**src/rtl/fracn_pkg.sv**
```systemverilog
package fracn_pkg;

    typedef enum logic [1:0] {
        ST_HALT = 2'd0,
        ST_RUN  = 2'd1,
        ST_PEND = 2'd2
    } fn_state_e;

endpackage

```
**src/rtl/fracn_seq.sv**
```systemverilog
module fracn_seq #(
    parameter int FRAC_W = 2
) (
    input  logic              clk,
    input  logic              rst_n,
    input  logic              clear,
    input  logic              step,
    input  logic [FRAC_W-1:0] frac,
    output logic              carry
);
    logic [FRAC_W-1:0] acc_q;
    logic [FRAC_W:0]   sum;

    // the carry out of acc + frac requests one extra cycle
    assign sum   = {1'b0, acc_q} + {1'b0, frac};
    assign carry = sum[FRAC_W];

    always_ff @(posedge clk or negedge rst_n) begin
        if (!rst_n) begin
            acc_q <= '0;
        end else if (clear) begin
            acc_q <= '0;
        end else if (step) begin
            acc_q <= sum[FRAC_W-1:0];
        end
    end

    AST_ACC_HOLD: assert property (@(posedge clk) disable iff (!rst_n)
        (!step && !clear) |=> $stable(acc_q));

endmodule

```
**src/rtl/fracn_cnt.sv**
```systemverilog
module fracn_cnt #(
    parameter int INT_W = 13
) (
    input  logic             clk,
    input  logic             rst_n,
    input  logic             run,
    input  logic             start,
    input  logic [INT_W-1:0] ratio,
    input  logic             extra,
    output logic             tc
);
    logic [INT_W-1:0] cnt_q;

    assign tc = run && (cnt_q == '0);

    always_ff @(posedge clk or negedge rst_n) begin
        if (!rst_n) begin
            cnt_q <= '0;
        end else if (start) begin
            cnt_q <= ratio;
        end else if (!run) begin
            cnt_q <= '0;
        end else if (tc) begin
            cnt_q <= ratio - INT_W'(1) + INT_W'(extra);
        end else begin
            cnt_q <= cnt_q - INT_W'(1);
        end
    end

    AST_PULSE_NARROW: assert property (@(posedge clk) disable iff (!rst_n)
        tc |=> !tc);

endmodule

```
**src/rtl/fracn_div_ctrl.sv**
```systemverilog
module fracn_div_ctrl
    import fracn_pkg::*;
#(
    parameter int INT_W      = 13,
    parameter int FRAC_W     = 2,
    parameter int MIN_FACTOR = 2048
) (
    input  logic                    clk,
    input  logic                    rst_n,
    input  logic [INT_W+FRAC_W-1:0] cfg_factor,
    input  logic                    cfg_load,
    input  logic                    cp_busy,
    input  logic                    test_en,
    output logic                    div_pulse,
    output logic                    test_mon,
    output logic                    cfg_reject
);
    localparam int FACT_W = INT_W + FRAC_W;

    fn_state_e         state_q, state_d;
    logic [FACT_W-1:0] active_q, shadow_q, use_val;
    logic              rej_q;
    logic              load_ok, start, commit, tc, carry;

    assign load_ok = cfg_load && (cfg_factor >= FACT_W'(MIN_FACTOR));
    assign start   = (state_q == ST_HALT) && load_ok;
    assign commit  = (state_q == ST_PEND) && tc && !cp_busy;
    assign use_val = start  ? cfg_factor :
                     commit ? shadow_q   : active_q;

    // next-state logic
    always_comb begin
        state_d = state_q;
        unique case (state_q)
            ST_HALT: if (load_ok) state_d = ST_RUN;           // T_START
            ST_RUN:  if (load_ok) state_d = ST_PEND;          // T_STAGE
            ST_PEND: begin
                if (load_ok)     state_d = ST_PEND;           // T_RESTAGE
                else if (commit) state_d = ST_RUN;            // T_COMMIT
            end
            default: state_d = ST_HALT;
        endcase
    end

    // state register
    always_ff @(posedge clk or negedge rst_n) begin
        if (!rst_n) state_q <= ST_HALT;
        else        state_q <= state_d;
    end

    // factor registers and reject flag
    always_ff @(posedge clk or negedge rst_n) begin
        if (!rst_n) begin
            active_q <= '0;
            shadow_q <= '0;
            rej_q    <= 1'b0;
        end else begin
            rej_q <= cfg_load && !load_ok;
            if (start || commit) active_q <= use_val;
            if (load_ok && !start) shadow_q <= cfg_factor;
        end
    end

    // outputs
    always_comb begin
        div_pulse  = tc;
        test_mon   = test_en && tc;
        cfg_reject = rej_q;
    end

    fracn_cnt #(.INT_W(INT_W)) i_cnt (
        .clk   (clk),
        .rst_n (rst_n),
        .run   (state_q != ST_HALT),
        .start (start),
        .ratio (use_val[FACT_W-1:FRAC_W]),
        .extra (carry),
        .tc    (tc)
    );

    fracn_seq #(.FRAC_W(FRAC_W)) i_seq (
        .clk   (clk),
        .rst_n (rst_n),
        .clear (start),
        .step  (tc),
        .frac  (use_val[FRAC_W-1:0]),
        .carry (carry)
    );

    AST_HALT_QUIET: assert property (@(posedge clk) disable iff (!rst_n)
        (state_q == ST_HALT) |-> (!div_pulse && !test_mon));
    AST_ACTIVE_MIN: assert property (@(posedge clk) disable iff (!rst_n)
        (state_q != ST_HALT) |-> (active_q >= FACT_W'(MIN_FACTOR)));
    AST_BUSY_HOLD: assert property (@(posedge clk) disable iff (!rst_n)
        (state_q != ST_HALT && cp_busy) |=> $stable(active_q));
    AST_COMMIT_EDGE: assert property (@(posedge clk) disable iff (!rst_n)
        (state_q != ST_HALT && !div_pulse) |=> $stable(active_q));

endmodule

```
**config.mk**
```make
export PLATFORM = sky130hd
export DESIGN_NAME = fracn_div_ctrl
export DESIGN_NICKNAME = d
export VERILOG_FILES = /design/src/rtl/fracn_pkg.sv /design/src/rtl/fracn_seq.sv /design/src/rtl/fracn_cnt.sv /design/src/rtl/fracn_div_ctrl.sv
export SDC_FILE = /design/constraint.sdc
export NUM_CORES = 1
export LEC_CHECK = 0
export ABC_AREA = 0
export BUFFER_PORTS_ARGS = -buffer_cell sky130_fd_sc_hd__buf_2
export CAP_MARGIN = 25
export CORE_ASPECT_RATIO = 0.7
export CORE_UTILIZATION = 50
export CTS_CLUSTER_SIZE = 8
export DETAILED_ROUTE_END_ITERATION = 8
export PLACE_DENSITY = 0.71
export SLEW_MARGIN = 20
export SYNTH_ARGS = -nofsm -noshare
export SYNTH_HDL_FRONTEND = slang
export SYNTH_SLANG_ARGS = --single-unit
```
**constraint.sdc**
```tcl
create_clock -name clk -period 3.13 [get_ports clk]
set_input_delay 0.626 -clock clk [delete_from_list [all_inputs] [get_ports clk]]
set_output_delay 0.626 -clock clk [all_outputs]
set_load 0.05 [all_outputs]
```
**Word-level counts from Yosys, hierarchy flattened**

Index checks and enable logic that the tools add are counted.
Widths: inputs -> output; s select.

- Bits of input ports: 20
- Register bits after elaboration: 48
- Output and inout bits: 3
- Word-level logic and storage cells: 45

- Eq/ne operators: 5
- Mux-type cells: 12
- Magnitude comparators: 1
- Reductions and logical operators: 17
- $add $sub $neg: 4

Operators by type and width:

| cell | count |
|---|---|
| $mux 13 | 3 |
| $mux 15 | 2 |
| $sub 13x1->13 const B | 2 |
| $ge 15x12->1 const B | 1 |
| $add 13x1->13 | 1 |
| $logic_not 13->1 | 1 |
| $mux 2 | 6 |
| $logic_and 1x1->1 | 8 |
| $pmux 2 s3 | 1 |
| $ne 2x2->1 const B | 2 |
| $reduce_bool 2->1 | 2 |
| $add 2x2->3 | 1 |
| $logic_not 1->1 | 3 |
| $ne 3x3->1 const B | 1 |
| $reduce_and 3->1 | 1 |
| $eq 2x1->1 const B | 1 |
| $eq 2x2->1 const B | 1 |
| $logic_not 2->1 | 1 |
| $logic_or 1x1->1 | 1 |

**Depth between registers and ports, before layout**

Gate-level depths: netlist (run 1).

- Depth in word-level cells: 11
- Gate-level depth with buffers: 18
- Mapped depth without buffers: 18

**Cells and area by module**

From an unflattened synthesis (run 1), not the netlist that was laid out.

- Cells, all modules: 264
- Area, all modules: 2,999.1 um^2

Modules (own cells, without submodules):

| module | seq. area each (um^2) | cells an instance | area each (um^2) | times used |
|---|---|---|---|---|
| fracn_div_ctrl | 825.8 | 117 | 1,773.0 | 1 |
| fracn_cnt | 325.3 | 135 | 1,103.6 | 1 |
| fracn_seq | 50.0 | 12 | 122.6 | 1 |

**Least setup slack after synthesis (run 1)**

No wires, ideal clock.

- Path type: input to register
- Start: input port cfg_factor[13]
- End: register i_cnt.cnt_q[12]
- Slack: -96 ps
- Cell stages on the path: 17
- Required time: 3,009 ps
- Setup time: 121 ps
- Buffers on the path: 1
- Arrival time: 3,105 ps
- Cells stage by stage: o41ai_4 > nor3_2 > buf_2 > inv_1 > nand2_1 > nor2_1 > nor2_1 > ha_1 > inv_1 > fa_1 > ha_1 > ha_1 > inv_1 > nor3_2 > nand4_1 > xnor2_1 > o22a_1

- Longest elaborated chain between the ends: 9
- Elaborated cells between the ends (all ways): 10
- Classes of those cells: 3 x add/sub; 1 x order compare; 4 x mux; 2 x reduce/logical

Ends and longest elaborated chain:

| element | RTL line | source |
|---|---|---|
| start: declaration | fracn_div_ctrl.sv:10 | `input logic [INT_W+FRAC_W-1:0] cfg_factor,` |
| $ge 15x12->1 | fracn_div_ctrl.sv:25 | `assign load_ok = cfg_load && (cfg_factor >= FACT_W'(MIN_FACTOR));` |
| $logic_and 1x1->1 | fracn_div_ctrl.sv:25 |  |
| $logic_and 1x1->1 | fracn_div_ctrl.sv:26 | `assign start = (state_q == ST_HALT) && load_ok;` |
| $mux 15 | fracn_div_ctrl.sv:28 | `assign use_val = start ? cfg_factor :` |
| named net i_seq.frac[0] | fracn_seq.sv:8 | `input logic [FRAC_W-1:0] frac,` |
| $add 2x2->3 | fracn_seq.sv:15 | `assign sum = {1'b0, acc_q} + {1'b0, frac};` |
| $add 13x1->13 | fracn_cnt.sv:24 | `cnt_q <= ratio - INT_W'(1) + INT_W'(extra);` |
| $mux 13 | fracn_cnt.sv:23 | `end else if (tc) begin` |
| $mux 13 | fracn_cnt.sv:21 | `end else if (!run) begin` |
| $mux 13 | fracn_cnt.sv:19 | `end else if (start) begin` |
| end signal: assignment | fracn_cnt.sv:20 | `cnt_q <= ratio;` |
| end signal: assignment | fracn_cnt.sv:24 |  |
| end signal: assignment | fracn_cnt.sv:26 | `cnt_q <= cnt_q - INT_W'(1);` |
| end: declaration | fracn_cnt.sv:12 | `logic [INT_W-1:0] cnt_q;` |

The timed path passes the listed nets, and every way through them passes these cells.
A chain may end at the register's enable or synchronous reset.

**Worst setup path in the final report (run 1)**

- Start: register i_cnt.cnt_q[2]
- End: register i_cnt.cnt_q[12]

- Longest elaborated chain between the ends: 11
- Elaborated cells between the ends (all ways): 13
- Classes of those cells: 4 x add/sub; 5 x mux; 4 x reduce/logical

Ends and longest elaborated chain:

| element | RTL line | source |
|---|---|---|
| $logic_not 13->1 | fracn_cnt.sv:14 | `assign tc = run && (cnt_q == '0);` |
| $logic_and 1x1->1 | fracn_cnt.sv:14 |  |
| $logic_and 1x1->1 (2 in a row) | fracn_div_ctrl.sv:27 | `assign commit = (state_q == ST_PEND) && tc && !cp_busy;` |
| $mux 15 | fracn_div_ctrl.sv:29 | `commit ? shadow_q : active_q;` |
| $mux 15 | fracn_div_ctrl.sv:28 |  |
| named net i_seq.frac[0] | fracn_seq.sv:8 |  |
| $add 2x2->3 | fracn_seq.sv:15 |  |
| $add 13x1->13 | fracn_cnt.sv:24 |  |
| $mux 13 | fracn_cnt.sv:23 |  |
| $mux 13 | fracn_cnt.sv:21 |  |
| $mux 13 | fracn_cnt.sv:19 |  |

The timed path passes the listed nets, and every way through them passes these cells.

==> flow_summary_export.csv, run 1 <==
group,metric,value,unit
run_status,outcome,"complete, no violations",
timing,hold_viol,0,
setup_path,crit_path_end_kind,"flop",
yosys,syn_area_per_cell,10.7,µm²
power,power.density,985,mW/mm²
power,finalPower,3.13,mW
detailed_routing,routed_wl,5790,µm
yosys,yosysSeqAreaShare,0.459,
floorplanning,die_y,62.5,µm
floorplanning,floorplan.initialDensity,0.532,
timing,post-route-min-period,2.98,ns
floorplanning,dieArea,0.00553,mm²
final_layout,n_antenna_cell,0,
setup_path,cp.buffers_inverters,2,
detailed_routing,drt_iter0_markers,126,
yosys,synth_top_area_cell,"dfrtp_1",
yosys,ys.flop_type,"dfrtp_1",
setup_path,r2r_cells,16,
placed_design,portBuffers,22,
setup_path,path_max_fanout,5,
timing,skew,0.00318,ns
clock_tree,numCtsBuffers,5,
timing,hold_ws,0.311,ns
setup_path,crit_type,"reg2reg",
floorplanning,rows,21,
job,maxCapViolations,0,
final_layout,nets,320,
final_layout,nFillCells,410,
global_route,track_usage,0.229,
setup_path,cp_slowest_stage_delay,0.42,ns
clock_tree,clockBufferDepth,2,
placed_design,gp_congestion,0.839,
placed_design,place_hpwl,4330,µm
global_route,grt_overflow,0,
clock_tree,clkTransAtPathRegs,0.09,ns
timing,period_share,0.951,
timing,rsz0062_at_grt,"true",
power,leakagePower,1.47,nW
timing,tightest_slew,0.571,ns
detailed_routing,ant_nets,0,
setup_path,slowest_stage,"dfrtp_1",
clock_tree,htree_num_levels,2,
timing,max_freq,336,MHz
clock_tree,cts_sinks,48,
detailed_routing,drc_errors,0,
setup_path,crit_chain,"nor4_4 -> nor2b_4 -> and3_4 -> nand2_4 -> o22ai_4 -> nor2_1 -> ha_2 -> inv_2 -> fa_2 -> ha_4 -> ha_4 -> inv_2 -> nor3_4 -> nand4_1 -> xnor2_1 -> o22a_1",
setup_path,r2r_end,"i_cnt.cnt_q[12]",
floorplanning,core-area,0.00491,mm²
global_route,grt_max_degree,26,
detailed_routing,first_pass_iters,4,
clock_tree,clk_latency,0.30,ns
clock_tree,postCtsHoldBufs,0,
yosys,yosysWarnings,0,
yosys,ys_ff_latch,48,
floorplanning,die_w,88.5,µm
global_route,grt_pass1_vias,1949,
detailed_routing,wl_per_cell,15.9,µm
setup_path,critPathTopFamily,"simple AND/OR/NAND/NOR gates",
setup_path,r2r_slack,0.15,ns
final_layout,multiInputGateArea,0.00141,mm²
hold_path,hold_path.class,"in2async",
timing,drv_slew,0,
final_layout,syn_to_final_growth,21.3,%
yosys,synthTopCellsByArea,"dfrtp_1 46%, mux2_2 6.5%, xor2_1 3.7%, nor2_1 3.0%, a21oi_1 2.9%",
detailed_routing,num_vias,1958,
yosys,synth_cell_types,49,
final_layout,register_area,0.00120,mm²
power,vdd_drop_max,0.000477,V
final_layout,layout-drive-gt1-share,0.356,
yosys,netlist_area,0.00262,mm²
clock_tree,cts_tree,"yes",
timing,setup_ws,0.154,ns
clock_tree,cts-root-buf,"clkbuf_8",
yosys,ys_async_sr_fraction,1.00,
yosys,synth_top_area_share,0.459,
setup_path,arrival,3.17,ns
yosys,synth_cells,245,
yosys,syn_nets,271,
timing,maxSlewHeadroom,0.620,
global_route,grt_pass1_wl,9580,µm
setup_path,cp-start-kind,"flop",
setup_path,required,3.32,ns
yosys,synth-edff-count,0,
floorplanning,io-pin-count,23,
global_route,antenna_found_initial,0,
timing,finalSetupViolCount,0,
placed_design,post-place-ws,-0.0752,ns
detailed_routing,viasPerCell,5.38,
setup_path,r2r_start,"i_cnt.cnt_q[2]",
## stage by stage
step	TNS (ns)	util	instance area (µm²)	std cells
CTS	0	0.637	3130	364
detailed placement	-0.125	0.606	2980	354
global route	-0.0493	0.646	3170	364
finish	0	0.646	3170	364
floorplan	0	-	2620	245
global placement	-0.00523	0.602	2960	353
## final cells by class
class | count | share of cell area
sequential | 48 | 0.378
timing repair buffer | 50 | 0.105
multi-input combinational | 175 | 0.445
tap | 69 | 0.0272
clock buffer | 8 | 0.0284
inverter | 14 | 0.0166
## worst register-to-register path: cells and delay by family, from the launching register on
| family | cells | cell delay, ns |
|---|---|---|
| XOR/XNOR | 1 | 0.14 |
| AND/OR/NAND/NOR | 7 | 1.23 |
| AO/OA/AOI/OAI | 2 | 0.30 |
| buffers and inverters | 2 | 0.10 |
| flip-flops | 1 | 0.42 |
| adder cells (fa/ha/maj) | 4 | 0.67 |
## state kept, by name, indices dropped and copies added, names as in the netlist
signal       cells
active_q        15
cfg_reject       1
shadow_q        15
i_seq.acc_q      2
state_q          2
i_cnt.cnt_q     13
## how the worst max path moves through the flow
stage,depth (start not counted),start,endpoint
floorplan,17,cfg_factor[12],i_cnt.cnt_q[12]
global route,16,i_cnt.cnt_q[2],i_cnt.cnt_q[12]
global placement,15,cfg_factor[12],i_cnt.cnt_q[4]
detailed placement,17,cfg_factor[12],i_cnt.cnt_q[12]
CTS,16,i_cnt.cnt_q[5],i_cnt.cnt_q[12]
finish,16,i_cnt.cnt_q[2],i_cnt.cnt_q[12]
## cell usage in the layout, fill, tap and decap left out, drive strengths merged, types with 10 or more instances in the layout
cell and count:
buf 50, dfrtp 48, nor2 21, nand2 19, a21oi 15, mux2 15
inv 14, and2 12, xor2 11, o21ai 10
## layer usage
layer,vias to the layer above,global-route usage,share of wire
li1,965,-,-
met3,5,0.0489,0.034
met1,950,0.344,0.53
met5,-,0,0
met2,38,0.338,0.43
met4,0,0.0544,0.0074
## report_power, final
group | switching, mW | internal [mW] | total [mW]
Clock | 0.204 | 0.181 | 0.384
Combinational | 0.804 | 0.822 | 1.63
Sequential | 0.214 | 0.902 | 1.12
Total | 1.22 | 1.90 | 3.13
## cells by family after synthesis
group,count (synthesis),share of synthesized area
DFF,48,0.459
adders and majority gates,6,0.0316
buffers and inverters,22,0.0383
AOI/OAI and AO/OA,50,0.150
muxes,16,0.0684
and+or+nand+nor,85,0.193
xor gates and xnor gates,18,0.0603
## timing repair
item | in CTS | in global routing
setup buffers | 2 | 0
pin swaps | 6 | 8
endpoints found under the hold margin | 0 | 0
resized for setup | 10 | 10
endpoints found under the setup margin | 2 | 10
## synthesized netlist by cell type, types with 3 or more instances
cell       n
ha_1       5
mux2_2    15
xnor2_1    7
dfrtp_1   48
and3_1     4
nor3_1     4
clkbuf_1   4
a21oi_1   15
a221o_2    5
xor2_1    11
nor2_1    21
nand2_1   19
and2_1    12
o21bai_1   5
nor4_4     3
a221o_1    4
inv_1     13
o21ai_1    3
o21ai_0    7
nand3_1    4
No activity file was read; power rests on OpenSTA's default activity.
==> run 2, diff against run 1 <==
--- a/config.mk
+++ b/config.mk
@@ -8,7 +8,7 @@
 export ABC_AREA = 0
 export BUFFER_PORTS_ARGS = -buffer_cell sky130_fd_sc_hd__buf_2
 export CAP_MARGIN = 25
-export CORE_ASPECT_RATIO = 0.7
+export CORE_ASPECT_RATIO = 1.1
 export CORE_UTILIZATION = 50
 export CTS_CLUSTER_SIZE = 8
 export DETAILED_ROUTE_END_ITERATION = 8
==> run 2 against run 1 <==
  * Worst setup slack worse by 0.020 ns
  * Sequential cell count stayed put
  * Sequential share of layout area is 0.050 points lower
==> flow_summary_export.csv, run 2 (synthesis results as in run 1) <==
group,metric,value,unit
detailed_routing,first_pass_iters,4,
final_layout,reg.largest.list,"active_q (15), shadow_q (15), i_cnt.cnt_q (13)",
global_route,grt_pass1_vias,1987,
global_route,grt_max_degree,33,
timing,maxSlewHeadroom,0.669,
timing,tns,0,ns
setup_path,r2r_cells,16,
clock_tree,clockBufferDepth,2,
setup_path,required,3.33,ns
detailed_routing,wl_per_cell,15.2,µm
power,vdd_drop_max,0.000462,V
detailed_routing,drt_iter0_markers,68,
detailed_routing,viasPerCell,5.50,
floorplanning,io-pin-count,23,
clock_tree,cts_tree,"yes",
timing,max_freq,334,MHz
clock_tree,postCtsHoldBufs,0,
timing,post-route-min-period,3.00,ns
setup_path,arrival,3.20,ns
detailed_routing,drc_errors,0,
floorplanning,floorplan.initialDensity,0.520,
floorplanning,die_y,77.9,µm
run_status,outcome,"complete, no violations",
final_layout,layout-drive-gt1-share,0.378,
hold_path,hold_path.class,"in2async",
global_route,antenna_found_initial,0,
global_route,grt_pass1_wl,9130,µm
final_layout,nets,324,
clock_tree,clk_latency,0.30,ns
global_route,track_usage,0.213,
final_layout,final_common_cell,"dfrtp_1",
timing,tightest_slew,0.495,ns
setup_path,r2r_slack,0.13,ns
detailed_routing,num_vias,1965,
clock_tree,htree_num_levels,2,
final_layout,syn_to_final_growth,21.6,%
setup_path,crit_path_start,"i_cnt.cnt_q[2]",
setup_path,crit_type,"reg2reg",
final_layout,finish.utilization,0.632,
floorplanning,core-area,0.00503,mm²
final_layout,n_antenna_cell,0,
placed_design,place_hpwl,4040,µm
timing,period_share,0.957,
clock_tree,numCtsBuffers,5,
floorplanning,die_w,71.0,µm
final_layout,fin_cells,357,
job,maxCapViolations,0,
clock_tree,clkTransAtPathRegs,0.09,ns
timing,drv_slew,0,
clock_tree,cts_sinks,48,
final_layout,final_cell_mix,"47 x dfrtp_1, 31 x buf_4, 22 x buf_2",
global_route,grt_overflow,0,
timing,hold_viol,0,
placed_design,gp_congestion,0.833,
setup_path,path_max_fanout,5,
placed_design,portBuffers,22,
final_layout,nFillCells,396,
setup_path,crit_path_end_kind,"flop",
placed_design,dp.cells,343,
setup_path,cp-start-kind,"flop",
clock_tree,cts-root-buf,"clkbuf_8",
timing,finalSetupViolCount,0,
power,power.density,979,mW/mm²
detailed_routing,routed_wl,5430,µm
timing,hold_ws,0.239,ns
power,leakagePower,1.47,nW
setup_path,r2r_start,"i_cnt.cnt_q[2]",
detailed_routing,ant_nets,0,
floorplanning,dieArea,0.00553,mm²
timing,skew,0.00489,ns
floorplanning,rows,27,
run 2: what timing repair did:
action / 4_1_cts / 5_1_grt
resized for setup: 9 / 11
buffers inserted: 4 / 2
pin swaps: 7 / 9
setup endpoints to repair: 6 / 8
run 2: worst paths after layout:
kind | to
max reg2reg | i_cnt.cnt_q[12]
max | i_cnt.cnt_q[12]
min in group clk | shadow_q[8]
min | shadow_q[12]
max in group asynchronous | i_cnt.cnt_q[3]
min reg2reg | shadow_q[8]
run 2: worst max-delay path: stages, from the launching register on:
cell and delay [ns]:
dfrtp_1 0.42, nor4_4 0.31, nor2b_4 0.19, and3_4 0.18, nand2_2 0.08, o22ai_2 0.14, nor2_1 0.06, ha_1 0.18
inv_2 0.06, fa_2 0.21, ha_4 0.16, ha_4 0.13, inv_2 0.05, nor3_4 0.22, nand4_1 0.15, xnor2_1 0.16
o22a_1 0.17
run 2: power by group:
part / total (mW) / leakage (nW) / switching, mW / internal, mW
clock network: 0.390 / 0.0434 / 0.211 / 0.179
registers: 1.11 / 0.590 / 0.204 / 0.903
logic: 1.62 / 0.836 / 0.785 / 0.835
run 2: per-layer routing:
metal,GRT usage,vias up,share of wire
li1,-,974,-
met1,0.283,949,0.47
met2,0.353,36,0.49
met3,0.0403,6,0.034
met4,0.0680,0,0.0096
met5,0,-,0
run 2: final cells by class:
class / count / area, µm² / share of cell area
Sequential cell: 48 / 1200 / 0.378
Clock inverter: 2 / 15.0 / 0.00472
Multi-Input combinational cell: 175 / 1390 / 0.438
Inverter: 14 / 52.6 / 0.0165
Timing Repair Buffer: 54 / 363 / 0.114
Tap cell: 58 / 72.6 / 0.0228
Clock buffer: 6 / 82.6 / 0.0260
run 2: per-stage QoR:
step                      setup slack [ns]  total power [mW]  cell area [µm²]
after detailed placement            -0.133              2.58             2970
after global placement             -0.0461              2.55             2950
final                                0.134              3.12             3180
after CTS                          0.00204              3.04             3120
after floorplan                     0.0134              2.13             2620
after global routing               -0.0350              3.36             3180
